## config.mk

```make
export PLATFORM = sky130hd
export DESIGN_NAME = aes_rx_status_ind
export DESIGN_NICKNAME = d
export VERILOG_FILES = /design/src/rtl/aes_rxstat_pkg.sv /design/src/rtl/rx_err_tracker.sv /design/src/rtl/cs_block_collector.sv /design/src/rtl/cs_field_decoder.sv /design/src/rtl/aes_rx_status_ind.sv
export SDC_FILE = /design/constraint.sdc
export NUM_CORES = 1
export LEC_CHECK = 0
export ABC_AREA = 1
export CAP_MARGIN = 15
export CORE_MARGIN = 1
export CORE_UTILIZATION = 62
export DETAILED_ROUTE_END_ITERATION = 8
export DONT_BUFFER_PORTS = 1
export HOLD_SLACK_MARGIN = 0.06
export PLACE_DENSITY = 0.86
export SLEW_MARGIN = 15
export SYNTH_ARGS = -nofsm -noshare
export SYNTH_HDL_FRONTEND = slang
export SYNTH_SLANG_ARGS = --single-unit
```

## constraint.sdc

```tcl
create_clock -name clk -period 1.6 [get_ports clk]
set_input_delay 0.32 -clock clk [delete_from_list [all_inputs] [get_ports clk]]
set_output_delay 0.32 -clock clk [all_outputs]
set_load 0.05 [all_outputs]
```

## src/rtl/aes_rxstat_pkg.sv

```systemverilog
// Package: shared types and fixed channel-status field positions for the
// receiver status indicator. Bit numbers count in arrival order, bit 0 first.
package aes_rxstat_pkg;

    // Number of leading channel-status bits the decoder needs (bytes 0 and 1)
    localparam int CS_KEEP_BITS = 16;
    localparam int CAT_W        = 7;

    // Field positions inside the kept status word
    localparam int POS_PRO      = 0;
    localparam int POS_COPY     = 2;
    localparam int POS_CON_EMPH = 3;   // consumer emphasis field, 3 bits
    localparam int POS_PRO_EMPH = 2;   // professional emphasis field, 3 bits
    localparam int POS_CAT      = 8;   // category code, 7 bits, LSB first
    localparam int POS_LBIT     = 15;

    // Decoded indicator set
    typedef struct packed {
        logic pro;
        logic emph_n;
        logic copy_ok;
        logic orig;
    } rx_status_t;

    localparam rx_status_t STATUS_DEFAULT = '{pro: 1'b0, emph_n: 1'b1,
                                              copy_ok: 1'b0, orig: 1'b0};

endpackage

```

## src/rtl/rx_err_tracker.sv

```systemverilog
// Module: rx_err_tracker
// Holds the receive-error indicator. The indicator is resampled only on a
// sub-frame strobe, from the parity flag, the coding-violation flag and the
// lock state. Assumes the flags are valid in the strobe cycle.
module rx_err_tracker (
    input  logic clk,
    input  logic rst_n,
    input  logic sf_valid,
    input  logic par_err,
    input  logic bip_err,
    input  logic pll_lock,
    output logic rx_err
);

    logic err_q;

    // Resample the error indicator once per strobed sub-frame
    always_ff @(posedge clk) begin
        if (!rst_n) begin
            err_q <= 1'b1;
        end else if (sf_valid) begin
            err_q <= par_err | bip_err | ~pll_lock;
        end
    end

    assign rx_err = err_q;

    assert_err_hold_R2: assert property (@(posedge clk) disable iff (!rst_n)
        !sf_valid |=> $stable(rx_err));
    assert_parity_R3: assert property (@(posedge clk) disable iff (!rst_n)
        (sf_valid && par_err) |=> rx_err);
    assert_biphase_R4: assert property (@(posedge clk) disable iff (!rst_n)
        (sf_valid && bip_err) |=> rx_err);
    assert_unlock_R5: assert property (@(posedge clk) disable iff (!rst_n)
        (sf_valid && !pll_lock) |=> rx_err);
    assert_clear_R5: assert property (@(posedge clk) disable iff (!rst_n)
        (sf_valid && pll_lock && !par_err && !bip_err) |=> !rx_err);

endmodule

```

## src/rtl/cs_block_collector.sv

```systemverilog
// Module: cs_block_collector
// Gathers channel-status bits from channel-A sub-frames into an aligned block
// of BLOCK_LEN bits. Only the first CS_KEEP_BITS are stored. A one-cycle
// blk_done marks the strobe that carries the last bit of a lock-clean block.
// Assumes blk_start is meaningful only on a strobed channel-A sub-frame.
module cs_block_collector
    import aes_rxstat_pkg::*;
#(
    parameter int BLOCK_LEN = 192
) (
    input  logic                    clk,
    input  logic                    rst_n,
    input  logic                    sf_valid,
    input  logic                    sf_chan_a,
    input  logic                    blk_start,
    input  logic                    pll_lock,
    input  logic                    cs_bit,
    output logic [CS_KEEP_BITS-1:0] cs_word,
    output logic                    blk_done
);

    localparam int IDX_W  = $clog2(BLOCK_LEN);
    localparam int KEEP_W = $clog2(CS_KEEP_BITS);
    localparam logic [IDX_W-1:0] LAST_IDX = IDX_W'(BLOCK_LEN - 1);
    localparam logic [IDX_W-1:0] KEEP_LIM = IDX_W'(CS_KEEP_BITS);

    logic                    collecting_q;
    logic [IDX_W-1:0]        bit_idx_q;    // index of the next expected bit
    logic [CS_KEEP_BITS-1:0] keep_q;
    logic                    a_take;

    // A channel-A bit that is usable for gathering
    assign a_take   = sf_valid & pll_lock & sf_chan_a;
    assign blk_done = a_take & ~blk_start & collecting_q & (bit_idx_q == LAST_IDX);

    // Block alignment, bit counting and abort on lock loss
    always_ff @(posedge clk) begin
        if (!rst_n) begin
            collecting_q <= 1'b0;
            bit_idx_q    <= '0;
        end else if (sf_valid && !pll_lock) begin
            collecting_q <= 1'b0;
        end else if (a_take && blk_start) begin
            collecting_q <= 1'b1;
            bit_idx_q    <= IDX_W'(1);
        end else if (a_take && collecting_q) begin
            if (bit_idx_q == LAST_IDX) begin
                collecting_q <= 1'b0;
            end else begin
                bit_idx_q <= bit_idx_q + IDX_W'(1);
            end
        end
    end

    // Store the leading status bits of the current block
    always_ff @(posedge clk) begin
        if (!rst_n) begin
            keep_q <= '0;
        end else if (a_take && blk_start) begin
            keep_q[0] <= cs_bit;
        end else if (a_take && collecting_q && (bit_idx_q < KEEP_LIM)) begin
            keep_q[bit_idx_q[KEEP_W-1:0]] <= cs_bit;
        end
    end

    assign cs_word = keep_q;

    assert_idx_range_R6: assert property (@(posedge clk) disable iff (!rst_n)
        collecting_q |-> (bit_idx_q != '0 && bit_idx_q <= LAST_IDX));
    assert_restart_R12: assert property (@(posedge clk) disable iff (!rst_n)
        (a_take && blk_start) |=> (collecting_q && bit_idx_q == IDX_W'(1)));
    assert_abort_R11: assert property (@(posedge clk) disable iff (!rst_n)
        (sf_valid && !pll_lock) |=> !collecting_q);

endmodule

```

## src/rtl/cs_field_decoder.sv

```systemverilog
// Module: cs_field_decoder
// Combinational decode of the kept status bytes into the indicator set.
// The inverting category groups are matched under per-group masks.
// Assumes cs_word holds bits 0..15 of the block, with bit 0 at index 0.
module cs_field_decoder
    import aes_rxstat_pkg::*;
#(
    parameter int                     N_INV    = 2,
    parameter logic [N_INV*CAT_W-1:0] INV_VAL  = {7'h04, 7'h01},
    parameter logic [N_INV*CAT_W-1:0] INV_MASK = {7'h0F, 7'h07}
) (
    input  logic [CS_KEEP_BITS-1:0] cs_word,
    output rx_status_t              status
);

    logic [CAT_W-1:0] category;
    logic [N_INV-1:0] grp_hit;
    logic             inverting;
    logic             l_bit;
    logic             is_pro;

    assign category = cs_word[POS_CAT +: CAT_W];
    assign l_bit    = cs_word[POS_LBIT];
    assign is_pro   = cs_word[POS_PRO];

    // One comparator per inverting category group
    for (genvar g = 0; g < N_INV; g++) begin : g_inv_grp
        localparam logic [CAT_W-1:0] GV = INV_VAL[g*CAT_W +: CAT_W];
        localparam logic [CAT_W-1:0] GM = INV_MASK[g*CAT_W +: CAT_W];
        assign grp_hit[g] = ((category & GM) == (GV & GM));
    end

    assign inverting = |grp_hit;

    // Mode-dependent field interpretation
    always_comb begin
        status.pro = is_pro;
        if (is_pro) begin
            status.emph_n  = ~(cs_word[POS_PRO_EMPH] & cs_word[POS_PRO_EMPH+1]
                               & ~cs_word[POS_PRO_EMPH+2]);
            status.copy_ok = 1'b1;
            status.orig    = 1'b1;
        end else begin
            status.emph_n  = ~(cs_word[POS_CON_EMPH] & ~cs_word[POS_CON_EMPH+1]
                               & ~cs_word[POS_CON_EMPH+2]);
            status.copy_ok = cs_word[POS_COPY];
            status.orig    = inverting ? ~l_bit : l_bit;
        end
    end

endmodule

```

## src/rtl/aes_rx_status_ind.sv

```systemverilog
// Module: aes_rx_status_ind (top)
// Drives the receive-error indicator and the registered status indicators.
// The status register loads only when the collector reports a complete block.
// Assumes one sf_valid pulse per sub-frame from the decoder front end.
module aes_rx_status_ind
    import aes_rxstat_pkg::*;
#(
    parameter int                     BLOCK_LEN = 192,
    parameter int                     N_INV     = 2,
    parameter logic [N_INV*CAT_W-1:0] INV_VAL   = {7'h04, 7'h01},
    parameter logic [N_INV*CAT_W-1:0] INV_MASK  = {7'h0F, 7'h07}
) (
    input  logic clk,
    input  logic rst_n,
    input  logic sf_valid,
    input  logic sf_chan_a,
    input  logic blk_start,
    input  logic par_err,
    input  logic bip_err,
    input  logic pll_lock,
    input  logic cs_bit,
    output logic rx_err,
    output logic emph_n,
    output logic copy_ok,
    output logic orig,
    output logic pro
);

    logic [CS_KEEP_BITS-1:0] cs_word;
    logic                    blk_done;
    rx_status_t              dec_status;
    rx_status_t              status_q;

    rx_err_tracker u_err (
        .clk      (clk),
        .rst_n    (rst_n),
        .sf_valid (sf_valid),
        .par_err  (par_err),
        .bip_err  (bip_err),
        .pll_lock (pll_lock),
        .rx_err   (rx_err)
    );

    cs_block_collector #(.BLOCK_LEN(BLOCK_LEN)) u_coll (
        .clk       (clk),
        .rst_n     (rst_n),
        .sf_valid  (sf_valid),
        .sf_chan_a (sf_chan_a),
        .blk_start (blk_start),
        .pll_lock  (pll_lock),
        .cs_bit    (cs_bit),
        .cs_word   (cs_word),
        .blk_done  (blk_done)
    );

    cs_field_decoder #(.N_INV(N_INV), .INV_VAL(INV_VAL), .INV_MASK(INV_MASK)) u_dec (
        .cs_word (cs_word),
        .status  (dec_status)
    );

    // Load the indicator set at the end of each complete block
    always_ff @(posedge clk) begin
        if (!rst_n) begin
            status_q <= STATUS_DEFAULT;
        end else if (blk_done) begin
            status_q <= dec_status;
        end
    end

    assign pro     = status_q.pro;
    assign emph_n  = status_q.emph_n;
    assign copy_ok = status_q.copy_ok;
    assign orig    = status_q.orig;

    assert_hold_between_R6: assert property (@(posedge clk) disable iff (!rst_n)
        !blk_done |=> $stable(status_q));
    assert_no_commit_unlocked_R11: assert property (@(posedge clk) disable iff (!rst_n)
        (sf_valid && !pll_lock) |-> !blk_done);
    assert_pro_fixed_R9: assert property (@(posedge clk) disable iff (!rst_n)
        pro |-> copy_ok);
    assert_pro_fixed_R10: assert property (@(posedge clk) disable iff (!rst_n)
        pro |-> orig);

endmodule

```

==> summary.md <==
| Metric | Value |
|---|---|
| Synth Area in XOR/XNOR | 0.589% |
| Nets | 254 |
| Share of cells above drive strength 1 | 6.67% |
| Rows | 17 |
| Crit path max-delay cell type | dfxtp_2 |
| Main combinational cell family by area after synthesis | simple AND/OR/NAND/NOR gates |
| Crit Path Max Fanout | 6 |
| Unique masters post-synth | 25 |
| Hold Vio Cnt, Final | 0 |
| Final ANT Viol Nets | 0 |
| Avg Cell Area, Syn | 6.22 µm² |
| Synthesized Nets | 252 |
| Arrival @ worst endpoint | 1.67 ns |
| Clock Path Buffers | 2 |
| DP HPWL | 2.15 mm |
| RSZ-0062 raised after global routing | no |
| Reg2reg start | u_coll.bit_idx_q[0]$_SDFFE_PN0P_ |
| Final worst slack | 0.195 ns |
| Post-Synth Simple-Gate Area | 44.6% |
| Port Buffers | 0 |
| Final WL | 2.92 mm |
| Number of remaining DRC errors | 0 |
| Worst skew pair latency | 0.31 ns |
| Synth Area in Compound Gates | 5.72% |
| Largest net degree at the start of global routing | 22 |
| CTS tree | yes |
| Synth Warn # | 0 |
| PwrDens | 715 mW/mm² |
| Max Clk Rate | 712 MHz |
| Slew headroom | 65.5% |
| CTS buffer count | 3 |
| Crit path max-delay family | simple AND/OR/NAND/NOR gates |
| Outcome | finished, final reports clean |
| HP Class | in -> reg |
| DRT Pass-1 Iters | 4 |
| Max Cap Viol | 0 |
| LEAKAGE | 0.699 nW |
| Peak VDD IR | 618 µV |
| Slew @ Worst Pin | 0.517 ns |
| Cell Area, Synth | 0.00149 mm² |
| RePlAce Congestion | 0.871 |
| Worst slack, placed | 0.153 ns |
| Seq/Total Area, Yosys | 32.3% |
| Critical Path, Cell by Cell | ha_1, nand2_1, nor2_4, nand2_2, inv_1, nand2_2, inv_1, nor2_1, nor2_1 |
| GRT overflow | 0 |
| Final Max Tran Viols | 0 |
| Total track usage | 24.2% |
| Clk pin slew, worst setup/hold paths | 0.14 ns |
| Die area | 0.00260 mm² |
| Final Cycle Share | 87.8% |
| Mux cell area share after synthesis | 0% |
| WP buf/inv | 2 |
| Initial core utilization | 66.6% |
| First-pass GRT wire length | 4.82 mm |
| Clock sinks | 24 |
| Yosys reg bits | 24 |
| R2R setup slack | 0.20 ns |
| Crit path kind | reg -> reg |
| P&R area growth vs syn | 5.22% |
| Core area | 0.00223 mm² |
| Post-Synth Adder-Cell Area | 3.37% |
| CP peak stage delay | 0.40 ns |
| # H-tree levels | 1 |
| Via count | 1393 |
| Final Util | 70.0% |
| # IOs | 14 |
| Hold Crit Start | rst_n |
| CP Data Required Time | 1.87 ns |
| Diodes inserted | 0 |
| Clk root buf | clkbuf_4 |
| Final Setup Violations | 0 |
| CP startpoint | u_coll.bit_idx_q[0]$_SDFFE_PN0P_ |
| Setup TNS | 0 ns |
| Drt via density | 5.20 |
| Initial antenna violation count | 0 |
| Horiz. Die Dim | 51.0 µm |
| Initial detailed-routing violation count | 43 |
| Die height | 51.0 µm |
| Final Skew | 0.00883 ns |
| Wire per inst | 10.9 µm |
| Vias in the first global route | 1145 |
| CP endpoint kind | register |
| Post-Syn Instances | 239 |
| Critical Path Source Type | register |
| Min Tclk post-route | 1.40 ns |
==> cell type report <==
cell class / instances / area [µm²]
Tap cell: 28 / 35.0
Clock inverter: 1 / 30.0
Timing Repair Buffer: 4 / 32.5
Multi-Input combinational cell: 167 / 807
Clock buffer: 3 / 22.5
Sequential cell: 24 / 483
Inverter: 41 / 154
Fill cell: 216 / 669
==> cell usage after synthesis <==
cell type,number,area [µm²]
nand4_1,13,81.3
nand2_1,59,221
nor2_1,37,139
clkbuf_4,1,7.51
o2111ai_1,1,8.76
clkbuf_1,1,3.75
a21oi_1,7,35.0
nand2_4,2,22.5
xor2_1,1,8.76
nand3_1,28,140
buf_2,3,15.0
buf_6,1,11.3
o32ai_1,1,8.76
inv_1,39,146
buf_4,1,7.51
nor2_2,1,6.26
nand3b_1,1,7.51
dfxtp_1,24,480
nand2_2,2,12.5
ha_1,4,50.1
o21bai_1,1,7.51
nor3_1,2,10.0
o21ai_0,5,25.0
nor2_4,2,22.5
clkinv_1,2,7.51
==> path summary, 6_finish.rpt <==
check	depth (start not counted)	to
worst max-delay path	9	pro$_SDFFE_PN0P_
worst min-delay path	1	emph_n$_SDFFE_PN1P_
worst max register to register	9	pro$_SDFFE_PN0P_
worst min register to register	2	u_coll.collecting_q$_SDFFE_PP0P_
==> sequential cells by signal, indices dropped and copies added, names as in the netlist <==
signal               flops
u_coll.cs_word          10
u_coll.bit_idx_q         8
copy_ok                  1
emph_n                   1
orig                     1
pro                      1
u_coll.collecting_q      1
u_err.rx_err             1
==> layer usage <==
layer  up-vias  part of all wire [%]  track usage (%)
met5         -                     0                0
met4         0                  0.58             8.80
met3         2                   2.2             2.68
met2        12                    46             39.9
met1       628                    51             32.2
li1        751                     -                -
==> cell families after synthesis <==
| logic type | count (synthesis) |
|---|---|
| compound gates | 15 |
| flops | 24 |
| simple gates | 147 |
| fa+ha+maj | 4 |
| buf+inv | 48 |
| xor+xnor | 1 |
==> per-stage QoR <==
stage          instances  hold slack, ns  cell area, µm²  total power [mW]
6_report             268          0.0890            1560              1.12
5_1_grt              268          0.0724            1560              1.17
4_1_cts              268          0.0755            1560              1.13
3_5_place_dp         263           0.397            1500             0.692
3_3_place_gp         263           0.392            1500             0.691
2_1_floorplan        239           0.438            1490             0.686
==> cells in the final DEF, fill, tap and decap left out, drive strengths merged <==
| cell type | count |
|---|---|
| inv | 39 |
| dfxtp | 24 |
| nand2 | 63 |
| bufinv | 1 |
| clkbuf | 3 |
| o21ai | 5 |
| nor2 | 40 |
| nand4 | 13 |
| xor2 | 1 |
| o21bai | 1 |
| clkinv | 2 |
| a21oi | 7 |
| buf | 3 |
| nand3 | 28 |
| nor3 | 2 |
| dlygate4sd3 | 1 |
| o32ai | 1 |
| nand3b | 1 |
| o2111ai | 1 |
| ha | 4 |
==> repair_timing <==
item,in CTS,in global routing
endpoints found under the hold margin,1,0
hold buffers,1,0
gates resized for setup,0,2
setup endpoints to repair,0,5
setup buffers,0,0
==> where the power goes <==
| part | total (mW) | internal [mW] | switching [mW] |
|---|---|---|---|
| combinational | 0.0673 | 0.0241 | 0.0432 |
| clock | 0.436 | 0.253 | 0.183 |
| sequential | 0.615 | 0.605 | 0.00982 |
(Power assumes the default switching activity.)
